<file path="config.mk">
export PLATFORM = sky130hd
export DESIGN_NAME = irq_present_unit
export DESIGN_NICKNAME = d
export VERILOG_FILES = /design/src/rtl/ipu_pkg.sv /design/src/rtl/ipu_accept_sel.sv /design/src/rtl/ipu_cpu_ops.sv /design/src/rtl/ipu_slot_ctl.sv /design/src/rtl/irq_present_unit.sv
export SDC_FILE = /design/constraint.sdc
export NUM_CORES = 1
export LEC_CHECK = 0
export BUFFER_PORTS_ARGS = -buffer_cell sky130_fd_sc_hd__buf_2
export CAP_MARGIN = 10
export CORE_MARGIN = 4
export CORE_UTILIZATION = 54
export DETAILED_ROUTE_END_ITERATION = 8
export PLACE_DENSITY = 0.77
export SLEW_MARGIN = 30
export SYNTH_ARGS = -nofsm -noshare
export SYNTH_HDL_FRONTEND = slang
export SYNTH_SLANG_ARGS = --single-unit
</file>
<file path="constraint.sdc">
create_clock -name clk -period 13.8 [get_ports clk]
set_clock_uncertainty 0.2 [all_clocks]
set_input_delay 2.76 -clock clk [delete_from_list [all_inputs] [get_ports clk]]
set_output_delay 2.76 -clock clk [all_outputs]
set_load 0.01 [all_outputs]
</file>
<file path="src/rtl/ipu_pkg.sv">
package ipu_pkg;

    typedef enum logic [1:0] {
        CPU_IDLE   = 2'd0,
        CPU_ACCEPT = 2'd1,
        CPU_EOI    = 2'd2,
        CPU_SETPRI = 2'd3
    } cpu_op_e;

endpackage

</file>
<file path="src/rtl/ipu_accept_sel.sv">
// Chooses which presentable interrupt an accept read would take.
module ipu_accept_sel #(
    parameter int                SRC_W    = 4,
    parameter int                PRIO_W   = 8,
    parameter logic [PRIO_W-1:0] IPI_PRIO = 8'h02,
    parameter logic [SRC_W-1:0]  IPI_SRC  = 4'd1
) (
    input  logic [PRIO_W-1:0] cppr_i,
    input  logic              slot_v_i,
    input  logic [SRC_W-1:0]  slot_src_i,
    input  logic [PRIO_W-1:0] slot_prio_i,
    input  logic              ipi_pend_i,
    input  logic              ipi_busy_i,
    output logic              take_ipi_o,
    output logic              take_slot_o,
    output logic              any_o,
    output logic [SRC_W-1:0]  sel_src_o,
    output logic [PRIO_W-1:0] sel_prio_o
);
    logic ipi_ok;
    logic slot_ok;

    always_comb begin
        ipi_ok      = ipi_pend_i && !ipi_busy_i && (IPI_PRIO < cppr_i);
        slot_ok     = slot_v_i && (slot_prio_i < cppr_i);
        take_ipi_o  = ipi_ok && (!slot_ok || (IPI_PRIO <= slot_prio_i));
        take_slot_o = slot_ok && !take_ipi_o;
        any_o       = take_ipi_o || take_slot_o;
        sel_src_o   = '0;
        sel_prio_o  = cppr_i;
        if (take_ipi_o) begin
            sel_src_o  = IPI_SRC;
            sel_prio_o = IPI_PRIO;
        end else if (take_slot_o) begin
            sel_src_o  = slot_src_i;
            sel_prio_o = slot_prio_i;
        end
    end
endmodule

</file>
<file path="src/rtl/ipu_cpu_ops.sv">
// Decodes the processor-side operation and the next processor priority.
module ipu_cpu_ops
    import ipu_pkg::*;
#(
    parameter int PRIO_W = 8
) (
    input  logic              acc_rd_i,
    input  logic              eoi_wr_i,
    input  logic [PRIO_W-1:0] eoi_prio_i,
    input  logic              pri_wr_i,
    input  logic [PRIO_W-1:0] pri_data_i,
    input  logic [PRIO_W-1:0] cppr_i,
    input  logic              any_i,
    input  logic [PRIO_W-1:0] sel_prio_i,
    output cpu_op_e           op_o,
    output logic [PRIO_W-1:0] cppr_next_o
);
    always_comb begin
        if (acc_rd_i)       op_o = CPU_ACCEPT;
        else if (eoi_wr_i)  op_o = CPU_EOI;
        else if (pri_wr_i)  op_o = CPU_SETPRI;
        else                op_o = CPU_IDLE;

        cppr_next_o = cppr_i;
        unique case (op_o)
            CPU_ACCEPT: if (any_i) cppr_next_o = sel_prio_i;
            CPU_EOI:    if (eoi_prio_i > cppr_i) cppr_next_o = eoi_prio_i;
            CPU_SETPRI: cppr_next_o = pri_data_i;
            default:    cppr_next_o = cppr_i;
        endcase
    end
endmodule

</file>
<file path="src/rtl/ipu_slot_ctl.sv">
// Keeps the single presented device slot consistent with the priority and offers.
module ipu_slot_ctl #(
    parameter int               SRC_W   = 4,
    parameter int               PRIO_W  = 8,
    parameter logic [SRC_W-1:0] IPI_SRC = 4'd1
) (
    input  logic [PRIO_W-1:0] cppr_next_i,
    input  logic              slot_v_i,
    input  logic [SRC_W-1:0]  slot_src_i,
    input  logic [PRIO_W-1:0] slot_prio_i,
    input  logic              offer_valid_i,
    input  logic [SRC_W-1:0]  offer_src_i,
    input  logic [PRIO_W-1:0] offer_prio_i,
    input  logic              offer_busy_i,
    output logic              slot_v_o,
    output logic [SRC_W-1:0]  slot_src_o,
    output logic [PRIO_W-1:0] slot_prio_o,
    output logic              nak_o,
    output logic [SRC_W-1:0]  nak_src_o,
    output logic              rtn_o,
    output logic [SRC_W-1:0]  rtn_src_o
);
    logic offer_bad;

    always_comb begin
        slot_v_o    = slot_v_i;
        slot_src_o  = slot_src_i;
        slot_prio_o = slot_prio_i;
        nak_o       = 1'b0;
        nak_src_o   = '0;
        rtn_o       = 1'b0;
        rtn_src_o   = '0;

        // a priority change may leave the slot no longer admissible
        if (slot_v_o && (slot_prio_o >= cppr_next_i)) begin
            rtn_o     = 1'b1;
            rtn_src_o = slot_src_o;
            slot_v_o  = 1'b0;
        end

        offer_bad = (offer_src_i == '0) || (offer_src_i == IPI_SRC) || offer_busy_i
                 || (slot_v_o && (offer_src_i == slot_src_o))
                 || (offer_prio_i >= cppr_next_i);

        if (offer_valid_i) begin
            if (offer_bad) begin
                nak_o     = 1'b1;
                nak_src_o = offer_src_i;
            end else if (!slot_v_o) begin
                slot_v_o    = 1'b1;
                slot_src_o  = offer_src_i;
                slot_prio_o = offer_prio_i;
            end else if (offer_prio_i < slot_prio_o) begin
                rtn_o       = 1'b1;
                rtn_src_o   = slot_src_o;
                slot_src_o  = offer_src_i;
                slot_prio_o = offer_prio_i;
            end else begin
                nak_o     = 1'b1;
                nak_src_o = offer_src_i;
            end
        end
    end
endmodule

</file>
<file path="src/rtl/irq_present_unit.sv">
module irq_present_unit
    import ipu_pkg::*;
#(
    parameter int                SRC_W    = 4,
    parameter int                PRIO_W   = 8,
    parameter logic [PRIO_W-1:0] IPI_PRIO = 8'h02,
    parameter logic [SRC_W-1:0]  IPI_SRC  = 4'd1
) (
    input  logic              clk,
    input  logic              rst_n,
    input  logic              offer_valid_i,
    input  logic [SRC_W-1:0]  offer_src_i,
    input  logic [PRIO_W-1:0] offer_prio_i,
    output logic              nak_valid_o,
    output logic [SRC_W-1:0]  nak_src_o,
    output logic              rtn_valid_o,
    output logic [SRC_W-1:0]  rtn_src_o,
    output logic              rel_valid_o,
    output logic [SRC_W-1:0]  rel_src_o,
    input  logic              ipi_req_i,
    output logic              irq_o,
    input  logic              acc_rd_i,
    output logic [PRIO_W-1:0] acc_prev_o,
    output logic [SRC_W-1:0]  acc_src_o,
    input  logic              eoi_wr_i,
    input  logic [PRIO_W-1:0] eoi_prio_i,
    input  logic [SRC_W-1:0]  eoi_src_i,
    input  logic              pri_wr_i,
    input  logic [PRIO_W-1:0] pri_data_i,
    output logic [PRIO_W-1:0] cur_pri_o
);
    localparam int NSRC = 1 << SRC_W;

    typedef struct packed {
        logic [PRIO_W-1:0] cppr;
        logic              slot_v;
        logic [SRC_W-1:0]  slot_src;
        logic [PRIO_W-1:0] slot_prio;
        logic              ipi_pend;
        logic [NSRC-1:0]   insvc;
        logic              irq;
        logic              nak_v;
        logic [SRC_W-1:0]  nak_src;
        logic              rtn_v;
        logic [SRC_W-1:0]  rtn_src;
        logic              rel_v;
        logic [SRC_W-1:0]  rel_src;
        logic [PRIO_W-1:0] acc_prev;
        logic [SRC_W-1:0]  acc_src;
    } state_t;

    state_t st_q, st_d;

    logic              take_ipi, take_slot, sel_any;
    logic [SRC_W-1:0]  sel_src;
    logic [PRIO_W-1:0] sel_prio;
    cpu_op_e           cpu_op;
    logic [PRIO_W-1:0] cppr_next;
    logic              do_accept, do_release;
    logic [NSRC-1:0]   insvc_mid;
    logic              mid_slot_v;
    logic              nx_slot_v, nx_nak, nx_rtn;
    logic [SRC_W-1:0]  nx_slot_src, nx_nak_src, nx_rtn_src;
    logic [PRIO_W-1:0] nx_slot_prio;
    logic              ipi_pend_mid;

    ipu_accept_sel #(
        .SRC_W(SRC_W), .PRIO_W(PRIO_W), .IPI_PRIO(IPI_PRIO), .IPI_SRC(IPI_SRC)
    ) u_sel (
        .cppr_i      (st_q.cppr),
        .slot_v_i    (st_q.slot_v),
        .slot_src_i  (st_q.slot_src),
        .slot_prio_i (st_q.slot_prio),
        .ipi_pend_i  (st_q.ipi_pend),
        .ipi_busy_i  (st_q.insvc[IPI_SRC]),
        .take_ipi_o  (take_ipi),
        .take_slot_o (take_slot),
        .any_o       (sel_any),
        .sel_src_o   (sel_src),
        .sel_prio_o  (sel_prio)
    );

    ipu_cpu_ops #(.PRIO_W(PRIO_W)) u_ops (
        .acc_rd_i    (acc_rd_i),
        .eoi_wr_i    (eoi_wr_i),
        .eoi_prio_i  (eoi_prio_i),
        .pri_wr_i    (pri_wr_i),
        .pri_data_i  (pri_data_i),
        .cppr_i      (st_q.cppr),
        .any_i       (sel_any),
        .sel_prio_i  (sel_prio),
        .op_o        (cpu_op),
        .cppr_next_o (cppr_next)
    );

    // in-service set and slot occupancy after this cycle's processor operation
    always_comb begin
        do_accept    = (cpu_op == CPU_ACCEPT);
        do_release   = (cpu_op == CPU_EOI) && (eoi_src_i != '0) && st_q.insvc[eoi_src_i];
        insvc_mid    = st_q.insvc;
        if (do_accept && sel_any) insvc_mid[sel_src] = 1'b1;
        if (do_release)           insvc_mid[eoi_src_i] = 1'b0;
        mid_slot_v   = st_q.slot_v && !(do_accept && take_slot);
        ipi_pend_mid = (st_q.ipi_pend && !(do_accept && take_ipi)) || ipi_req_i;
    end

    ipu_slot_ctl #(.SRC_W(SRC_W), .PRIO_W(PRIO_W), .IPI_SRC(IPI_SRC)) u_slot (
        .cppr_next_i   (cppr_next),
        .slot_v_i      (mid_slot_v),
        .slot_src_i    (st_q.slot_src),
        .slot_prio_i   (st_q.slot_prio),
        .offer_valid_i (offer_valid_i),
        .offer_src_i   (offer_src_i),
        .offer_prio_i  (offer_prio_i),
        .offer_busy_i  (insvc_mid[offer_src_i]),
        .slot_v_o      (nx_slot_v),
        .slot_src_o    (nx_slot_src),
        .slot_prio_o   (nx_slot_prio),
        .nak_o         (nx_nak),
        .nak_src_o     (nx_nak_src),
        .rtn_o         (nx_rtn),
        .rtn_src_o     (nx_rtn_src)
    );

    always_comb begin
        st_d           = st_q;
        st_d.cppr      = cppr_next;
        st_d.slot_v    = nx_slot_v;
        st_d.slot_src  = nx_slot_src;
        st_d.slot_prio = nx_slot_prio;
        st_d.ipi_pend  = ipi_pend_mid;
        st_d.insvc     = insvc_mid;
        st_d.nak_v     = nx_nak;
        st_d.nak_src   = nx_nak_src;
        st_d.rtn_v     = nx_rtn;
        st_d.rtn_src   = nx_rtn_src;
        st_d.rel_v     = do_release;
        st_d.rel_src   = do_release ? eoi_src_i : '0;
        if (do_accept) begin
            st_d.acc_prev = st_q.cppr;
            st_d.acc_src  = sel_src;
        end
        st_d.irq = nx_slot_v
                || (ipi_pend_mid && !insvc_mid[IPI_SRC] && (IPI_PRIO < cppr_next));
    end

    always_ff @(posedge clk) begin
        if (!rst_n) st_q <= '0;
        else        st_q <= st_d;
    end

    assign irq_o       = st_q.irq;
    assign cur_pri_o   = st_q.cppr;
    assign nak_valid_o = st_q.nak_v;
    assign nak_src_o   = st_q.nak_src;
    assign rtn_valid_o = st_q.rtn_v;
    assign rtn_src_o   = st_q.rtn_src;
    assign rel_valid_o = st_q.rel_v;
    assign rel_src_o   = st_q.rel_src;
    assign acc_prev_o  = st_q.acc_prev;
    assign acc_src_o   = st_q.acc_src;
endmodule

</file>
## Word-level counts from Yosys, hierarchy flattened

Cells that the tools add are included.

- Bits in registers: 66
- Input port bits: 39

- $lt $le $gt $ge: 13
- Equal/unequal tests: 6
- Multiplexer cells: 43
- Bitwise operators: 4
- Reductions and logical operators: 37

Operator list:

| kind | count |
|---|---|
| $mux 4 | 12 |
| $mux 8 | 6 |
| $mux 16 | 2 |
| $pmux 8 s3 | 1 |
| $logic_and 1x1->1 | 18 |
| $and 16x16->16 | 1 |
| $ge 8x8->1 | 2 |
| $lt 2x8->1 const A | 2 |
| $lt 8x8->1 | 2 |
| $not 16->16 | 1 |
| $or 16x16->16 | 1 |
| $lt 4x5->1 const B | 3 |
| $mux 1 | 15 |
| $bmux 1 s4 | 2 |
| $demux 1 s4 | 2 |
| $ge 4x1->1 const B | 2 |
| $gt 8x8->1 | 1 |
| $le 2x8->1 const A | 1 |
| $logic_or 1x1->1 | 8 |
| $logic_not 1->1 | 6 |
| $mux 2 | 3 |
| $eq 2x2->1 const B | 2 |
| $eq 4x1->1 const B | 1 |
| $eq 4x4->1 | 1 |
| other kinds (7) | 8 |

## Logic depth before layout (Yosys ltp)

Gate-level depths: netlist of the first run.

- Word-level depth: 25
- Depth in mapped cells: 20

## Modules after synthesis

Synthesis of the first run repeated with hierarchy kept, for this count alone.

- Cells, all modules: 649
- Area total of the unflattened synthesis: 5281.3 um^2

Modules (own cells, without submodules):

| module | times used | cells each | area an instance (um^2) | sequential area each (um^2) |
|---|---|---|---|---|
| irq_present_unit | 1 | 310 | 2922.8 | 1321.3 |
| ipu_slot_ctl | 1 | 172 | 1168.6 | 0.0 |
| ipu_cpu_ops | 1 | 111 | 775.7 | 0.0 |
| ipu_accept_sel | 1 | 56 | 414.1 | 0.0 |

## Worst setup path after synthesis of the first run

No wires, ideal clock.

- Path type: input to register
- Start: in eoi_prio_i[2]
- End: reg st_q[45] (netlist name)
- Library setup time: 72 ps
- Arrival time: 6169 ps
- Data required time: 13528 ps
- Path slack: 7359 ps
- Cell stages on the path: 18
- Path buffers: 1
- Cells stage by stage: ha_1 -> a21o_1 -> a211oi_1 -> o22ai_1 -> mux2i_1 -> o41ai_1 -> o21ai_0 -> ha_1 -> nand2b_1 -> a21o_1 -> a21oi_1 -> o21ai_0 -> a31o_2 -> a21oi_1 -> nand2_1 -> nor4_4 -> buf_4 -> mux2i_1

- Word-level cells in the longest chain between the ends: 11
- Elaborated cells between the ends (all ways): 14
- Those cells by class: order compare: 3; eq/ne: 1; mux: 4; bitwise: 1; reduce/logical: 5

RTL lines:

| element | line | text |
|---|---|---|
| start, declared | irq_present_unit.sv:26 | `input logic [PRIO_W-1:0] eoi_prio_i,` |
| $gt 8x8->1 * | ipu_cpu_ops.sv:27 | `CPU_EOI: if (eoi_prio_i > cppr_i) cppr_next_o = eoi_prio_i;` |
| $mux 8 * | ipu_cpu_ops.sv:27 |  |
| $pmux 8 s3 * | ipu_cpu_ops.sv:25 | `unique case (op_o)` |
| net cppr_next[0] | irq_present_unit.sv:58 | `logic [PRIO_W-1:0] cppr_next;` |
| $ge 8x8->1 | ipu_slot_ctl.sv:35 | `if (slot_v_o && (slot_prio_o >= cppr_next_i)) begin` |
| $logic_and 1x1->1 | ipu_slot_ctl.sv:35 |  |
| $mux 1 | ipu_slot_ctl.sv:35 |  |
| $logic_and 1x1->1 | ipu_slot_ctl.sv:42 | `\|\| (slot_v_o && (offer_src_i == slot_src_o))` |
| $logic_or 1x1->1 | ipu_slot_ctl.sv:42 |  |
| $logic_or 1x1->1 | ipu_slot_ctl.sv:43 | `\|\| (offer_prio_i >= cppr_next_i);` |
| $not 1->1 (no source line) | n/a |  |
| $reduce_and 3->1 (no source line) | n/a |  |
| end signal, assigned | irq_present_unit.sv:149 | `else st_q <= st_d;` |
| end, declared | irq_present_unit.sv:52 | `state_t st_q, st_d;` |

The timed path passes the listed nets; every way through them passes the cells marked *.
A chain may end at the register's enable or synchronous reset.

## Worst setup path in the final report of the first run

- Start: in eoi_prio_i[2]
- End: reg st_q[51] (netlist name)

Same word-level chain as after synthesis.

==> run summary, run 1 <==
outcome = completed
Slew @ Worst Pin = 0.744 ns
post-layout min period = 7.04 ns
P&R area growth vs syn = 8.21%
Pins Over Slew Limit = 0
CP top delay family = compound AO/OA/AOI/OAI gates
Sum Neg Setup Slack = 0 ns
final wirelength = 12.2 mm
ratio of cells with drive above 1 in the final layout = 20.2%
io pins = 75
commonest non-fill, non-tap cell in the layout = buf_2
Max Freq = 142 MHz
initial antenna violation count = 0
clk slew on worst S/H paths = 0.07 ns
HPWL reported at the end of detailed placement = 9.00 mm
clk_lat worst skew = 0.36 ns
top_reg_cell synth = dfxtp_1
syn nets = 619
Synth cell types = 71
post-synthesis register bit count = 65
final hold vios = 0
Syn Std Cell Area = 0.00448 sq mm
XOR/XNOR share of the synthesized area = 0.587%
die height = 99.1 um
CTS Buffer Depth = 2
Max Cap Violations = 0
Core ar. = 0.00789 sq mm
Vias = 4,215
Initial Utilization = 56.8%
crit-path max cell delay = 0.36 ns
relative max-transition margin = 50.3%
CP Data Arrival Time = 7.13 ns
Critical Path RT = 13.89 ns
Pwr Density = 104 mW/mm^2
slowest stage cell, crit path = nor4_4
Ys Warns = 0
Post-DRT Antenna Nets = 0
Int Power = 334 uW
number of cells after detailed placement = 665
CTS Buf Count = 9
Worst Slack Setup Final = 6.76 ns
IO Port Bufs = 74
worst slack at placement = 5.93 ns
Post-synth EDFFs = 0
CTS root buf = clkbuf_8
non-filler cells, final = 682
combinational power share = 26.6%
clk sinks = 65
Async SR Flop Fraction = 0%
clock network power share = 32.2%
First-pass DRT Iterations = 5
Avg Synthesized Cell Area = 8.26 sq um
Nets = 652
leakage dissipation = 0.00207 uW
sw power = 171 uW
mux cell area share after synthesis = 8.30%
die area = 0.00982 sq mm
Critical Path, Cell by Cell = buf_2 > ha_1 > a21o_1 > a211oi_1 > o22ai_2 > mux2i_1 > o41ai_1 > o21ai_0 > ha_1 > nand2b_1 > a21o_1 > a21oi_1 > o21ai_0 > a31o_2 > a21oi_1 > nand2_1 > nor4_4 > buf_4 > mux2i_1
Seq pwr share = 41.3%
sw frac = 33.8%
final setup fails = 0
Startpoint Class = primary input
post-synthesis compound-gate area fraction = 18.4%
post-synthesis sequential area ratio = 29.1%
Die X = 99.1 um
CTS H-tree lvls = 3
CP Class = primary input to flip-flop
Synth Instances = 542
Post-Synth Adder-Cell Area = 10.6%
CTS tree = done
RSZ-0062 raised after global routing = no
post-CTS sizing = 0
pin count of the biggest net entering global routing = 35
grt total ovfl = 0
CP max FO = 11
main combinational cell family by area after synthesis = simple AND/OR/NAND/NOR gates
final hold slack = 0.291 ns
commonest cells after routing, fill and taps aside = 74 x buf_2, 65 x dfxtp_1, 49 x nor2_1, 44 x nand2_1, 38 x ha_1
per-cell routed wire length = 17.8 um
critical path capture point type = flip-flop
Rows = 32
routability-driven placement congestion ratio = 1.00
Synth Area in Simple Gates = 22.8%
peak supply drop = 71.3 uV
DRC = 0
first-pass GRT wire length = 19.8 mm
diode count = 0
worst path bufs/invs = 2
number of global-route vias before repair = 3,974
GRT Total Usage = 24.8%
Post-CTS Setup Bufs = 0
hold-fix buffers at CTS = 0
vias per inst = 6.18
DR iter-0 viols = 439
final worst path period share = 51.0%
Min-Delay Path Class = flip-flop to flip-flop
==> tightest hold or removal path, delay by kind of cell, from the launching register on <==
family | cells | cell delay, ns
and+or+nand+nor | 1 | 0.07
muxes | 1 | 0.06
DFF | 1 | 0.32
==> kinds of logic (layout without fill, tap and decap cells) <==
kind of cell	count (synthesis)	in the layout
muxes	32	32
AOI/OAI and AO/OA	123	123
and+or+nand+nor	195	195
buffers and inverters	86	124
xor gates and xnor gates	3	3
adders and majority gates	38	38
DFF	65	65
==> synth_stat cells (6+ instances only) <==
library cell  instances  area (sq um)
a21o_1                6          45.0
dfxtp_1              65          1300
nand2b_1              9          56.3
nand4_1               6          37.5
ha_1                 38           475
and2_1                8          50.1
nand2_1              44           165
inv_1                31           116
nand3_1              15          75.1
o21a_1                8          60.1
nor2_1               49           184
o21ai_0              28           140
buf_4                33           248
mux2i_1              27           270
nor3_1               15          75.1
or2_2                 7          43.8
a21oi_1              30           150
clkbuf_1             15          56.3
==> through the flow <==
stage | util, % | power [uW] | cell area (sq um)
6_report | 61.5 | 504 | 4850
5_1_grt | 61.5 | 529 | 4850
4_1_cts | 61.3 | 503 | 4830
3_5_place_dp | 58.9 | 343 | 4650
3_3_place_gp | 58.9 | 338 | 4650
2_1_floorplan | - | 308 | 4480
==> registers in the layout (all words and copies together) (netlist names) <==
| name | flops |
|---|---|
| cur_pri_o | 8 |
| nak_src_o | 4 |
| acc_src_o | 4 |
| acc_prev_o | 8 |
| st_q | 29 |
| irq_o | 1 |
| rtn_src_o | 4 |
| rel_valid_o | 1 |
| rtn_valid_o | 1 |
| nak_valid_o | 1 |
| rel_src_o | 4 |
==> path summary, 6_finish.rpt <==
| path | start | endpoint | slack [ns] | cells past startpoint |
|---|---|---|---|---|
| setup / recovery | eoi_prio_i[2] | st_q[51]$_SDFFE_PN0P_ | 6.76 | 19 |
| hold / removal | acc_prev_o[5]$_SDFFE_PN0P_ | acc_prev_o[5]$_SDFFE_PN0P_ | 0.29 | 2 |
| setup reg to reg | cur_pri_o[1]$_SDFF_PN0_ | st_q[51]$_SDFFE_PN0P_ | 8.60 | 19 |
| hold reg to reg | acc_prev_o[5]$_SDFFE_PN0P_ | acc_prev_o[5]$_SDFFE_PN0P_ | 0.29 | 2 |
==> metal layers <==
| metal | up-vias | wire length [um] | track usage [%] |
|---|---|---|---|
| met2 | 234 | 5420 | 36.9 |
| met3 | 23 | 1150 | 5.02 |
| met4 | 0 | 215 | 8.19 |
| li1 | 1989 | - | - |
| met5 | - | 0 | 0 |
| met1 | 1969 | 5370 | 35.8 |
==> cell type report <==
cell class / instances / area (sq um)
inverter: 32 / 120
sequential: 65 / 1300
multi-input combinational: 391 / 2730
timing repair buffer: 76 / 385
clock inverter: 5 / 56.3
fill: 739 / 3040
clock buffer: 11 / 131
tap: 102 / 128
==> power by group through the flow <==
stage | sequential [uW] | combinational [uW] | clock [uW]
after floorplan | 207 | 101 | 0
after global placement | 212 | 127 | 0
after detailed placement | 212 | 131 | 0
after CTS | 208 | 132 | 163
after global routing | 209 | 149 | 171
final | 208 | 134 | 162
Note: power is estimated with default switching activity, not from simulation.
==> inputs of run 2 (changes only) <==
clock period = 7.21 ns   (was 13.8 ns; I/O delays follow)
==> run summary, run 2 (synthesized netlist as in run 1, its figures left out) <==
hold_sp = acc_prev_o[6]$_SDFFE_PN0P_
peak supply drop = 134 uV (+88%)
clk_lat worst skew = 0.36 ns (about the same)
RSZ-0062 raised after global routing = no
vias per inst = 6.19 (+0.19%)
CTS tree = done
outcome = completed
commonest non-fill, non-tap cell in the layout = buf_2
Initial Utilization = 56.8% (unchanged)
leakage dissipation = 0.00207 uW (+0.29%)
final worst path period share = 77.1%
Vias = 4,223 (+0.19%)
First-pass DRT Iterations = 5 (unchanged)
number of global-route vias before repair = 4,039 (+1.6%)
worst setup path start = acc_rd_i
Startpoint Class = primary input
clock network power share = 32.6% (+0.4 points)
DRC = 0 (unchanged)
relative max-transition margin = 47.2% (-3.1 points)
crit-path max cell delay = 0.72 ns (+0.36 ns)
P&R area growth vs syn = 8.32%
Min-Delay Path Class = flip-flop to flip-flop
pin count of the biggest net entering global routing = 35 (unchanged)
Fillers = 721 (-2.4%)
max FFs per register = 29 (unchanged)
per-cell routed wire length = 18.1 um (+1.7%)
Nets = 653 (+0.15%)
IO Port Bufs = 74 (unchanged)
Critical Path RT = 7.25 ns (-6.64 ns)
Int Power = 646 uW (+94%)
commonest cells after routing, fill and taps aside = 75 x buf_2, 65 x dfxtp_1, 49 x nor2_1, 44 x nand2_1, 38 x ha_1
Placement Cell Area = 0.00465 sq mm (+0.16%)
die height = 99.1 um (unchanged)
post-CTS sizing = 0 (unchanged)
Post-CTS Setup Bufs = 0 (unchanged)
sw frac = 33.5% (-0.36 points)
post-layout min period = 5.56 ns
final hold vios = 0 (unchanged)
Rows = 32 (unchanged)
Max Freq = 180 MHz
hold-fix buffers at CTS = 0 (unchanged)
Die X = 99.1 um (unchanged)
HPWL reported at the end of detailed placement = 9.07 mm (+0.79%)
CTS Buf Count = 9 (unchanged)
GRT Total Usage = 24.9% (+0.066 points)
Pwr Density = 200 mW/mm^2 (+92%)
Final Total Pwr = 971 uW (+92%)
diode count = 0 (unchanged)
grt total ovfl = 0 (unchanged)
final wirelength = 12.4 mm (+1.7%)
cell area after layout = 0.00485 sq mm (+0.10%)
largest register by flop count = st_q
final setup fails = 0 (unchanged)
Crit Reg-Reg Startpoint = cur_pri_o[1]$_SDFF_PN0_
Pins Over Slew Limit = 0 (unchanged)
DR iter-0 viols = 378 (-14%)
CTS H-tree lvls = 3 (unchanged)
io pins = 75 (unchanged)
Post-DRT Antenna Nets = 0 (unchanged)
slowest stage cell, crit path = nor2b_1
Slew @ Worst Pin = 0.790 ns (+0.0464 ns)
CTS root buf = clkbuf_8
initial antenna violation count = 0 (unchanged)
CP Data Arrival Time = 5.60 ns (-1.53 ns)
Seq pwr share = 41.1% (-0.2 points)
die area = 0.00982 sq mm (unchanged)
first-pass GRT wire length = 19.8 mm (+0.24%)
Critical Path, Cell by Cell = buf_2 > nor2b_1 > nand2_1 > mux2i_1 > nor3_1 > o21ai_0 > ha_1 > nand2b_1 > a21oi_1 > nor2b_1 > o21ai_0 > a21oi_1 > o41ai_1 > and4_1 > nor4_4 > buf_4 > mux2i_1
CP Class = primary input to flip-flop
Core ar. = 0.00789 sq mm (unchanged)
CP max FO = 34 (+23)
critical path capture point type = flip-flop
Max Cap Violations = 0 (unchanged)
sw power = 325 uW (+90%)
CTS Buffer Depth = 2 (unchanged)
routability-driven placement congestion ratio = 0.980 (-2.1%)
combinational power share = 26.3% (-0.3 points)
clk slew on worst S/H paths = 0.07 ns (about the same)
ratio of cells with drive above 1 in the final layout = 20.3% (+0.17 points)
Sum Neg Setup Slack = 0 ns (unchanged)
clk sinks = 65 (unchanged)
==> run 2: cell count changes in the layout (fill, tap and decap cells not counted), sizes merged <==
cell and delta:
buf +1, clkbuf -1
==> run 2: layout make-up <==
type                            instances  area (sq um)  share of cell area [%]
Multi-Input combinational cell        391          2720                    56.0
Sequential cell                        65          1300                    26.8
Timing Repair Buffer                   77           390                    8.05
Clock buffer                           10           138                    2.84
Tap cell                              102           128                    2.63
Inverter                               32           120                    2.48
Clock inverter                          5          56.3                    1.16
==> run 2: metal layers <==
metal	routed length [um]	track usage [%]	vias up
met5	0	0	-
met4	261	9.03	0
met3	1170	6.23	29
met2	5520	37.4	233
met1	5420	34.4	1978
li1	-	-	1983
==> run 2: per-stage QoR <==
stage                     setup slack, ns  hold slack [ns]  cells  util [%]
after floorplan                      2.09            0.262    542         -
after global placement               1.16            0.268    666      59.0
after detailed placement             1.01            0.273    666      59.0
after CTS                            1.36            0.294    681      61.5
after global routing                 1.27            0.335    682      61.5
final                                1.65            0.288    682      61.5
==> run 2: critical path, delay by kind of cell <==
kind / cells / cell delay, ns
simple gates: 7 / 1.57
compound gates: 5 / 1.34
buf+inv: 2 / 0.53
fa+ha+maj: 1 / 0.33
mux: 2 / 0.36
==> run 2: final timing paths <==
| kind | end | cells past startpoint | slack, ns |
|---|---|---|---|
| worst min-delay path | acc_prev_o[6]$_SDFFE_PN0P_ | 2 | 0.29 |
| worst min register to register | acc_prev_o[6]$_SDFFE_PN0P_ | 2 | 0.29 |
| worst max-delay path | st_q[45]$_SDFFE_PN0P_ | 17 | 1.65 |
| worst max register to register | st_q[45]$_SDFFE_PN0P_ | 19 | 2.23 |
==> run 2: power groups by stage <==
stage          Sequential (uW)  Clock, uW  Combinational (uW)
4_1_cts                    398        318                 252
3_3_place_gp               405          0                 243
6_report                   399        316                 256
5_1_grt                    401        332                 285
3_5_place_dp               406          0                 250
2_1_floorplan              397          0                 193
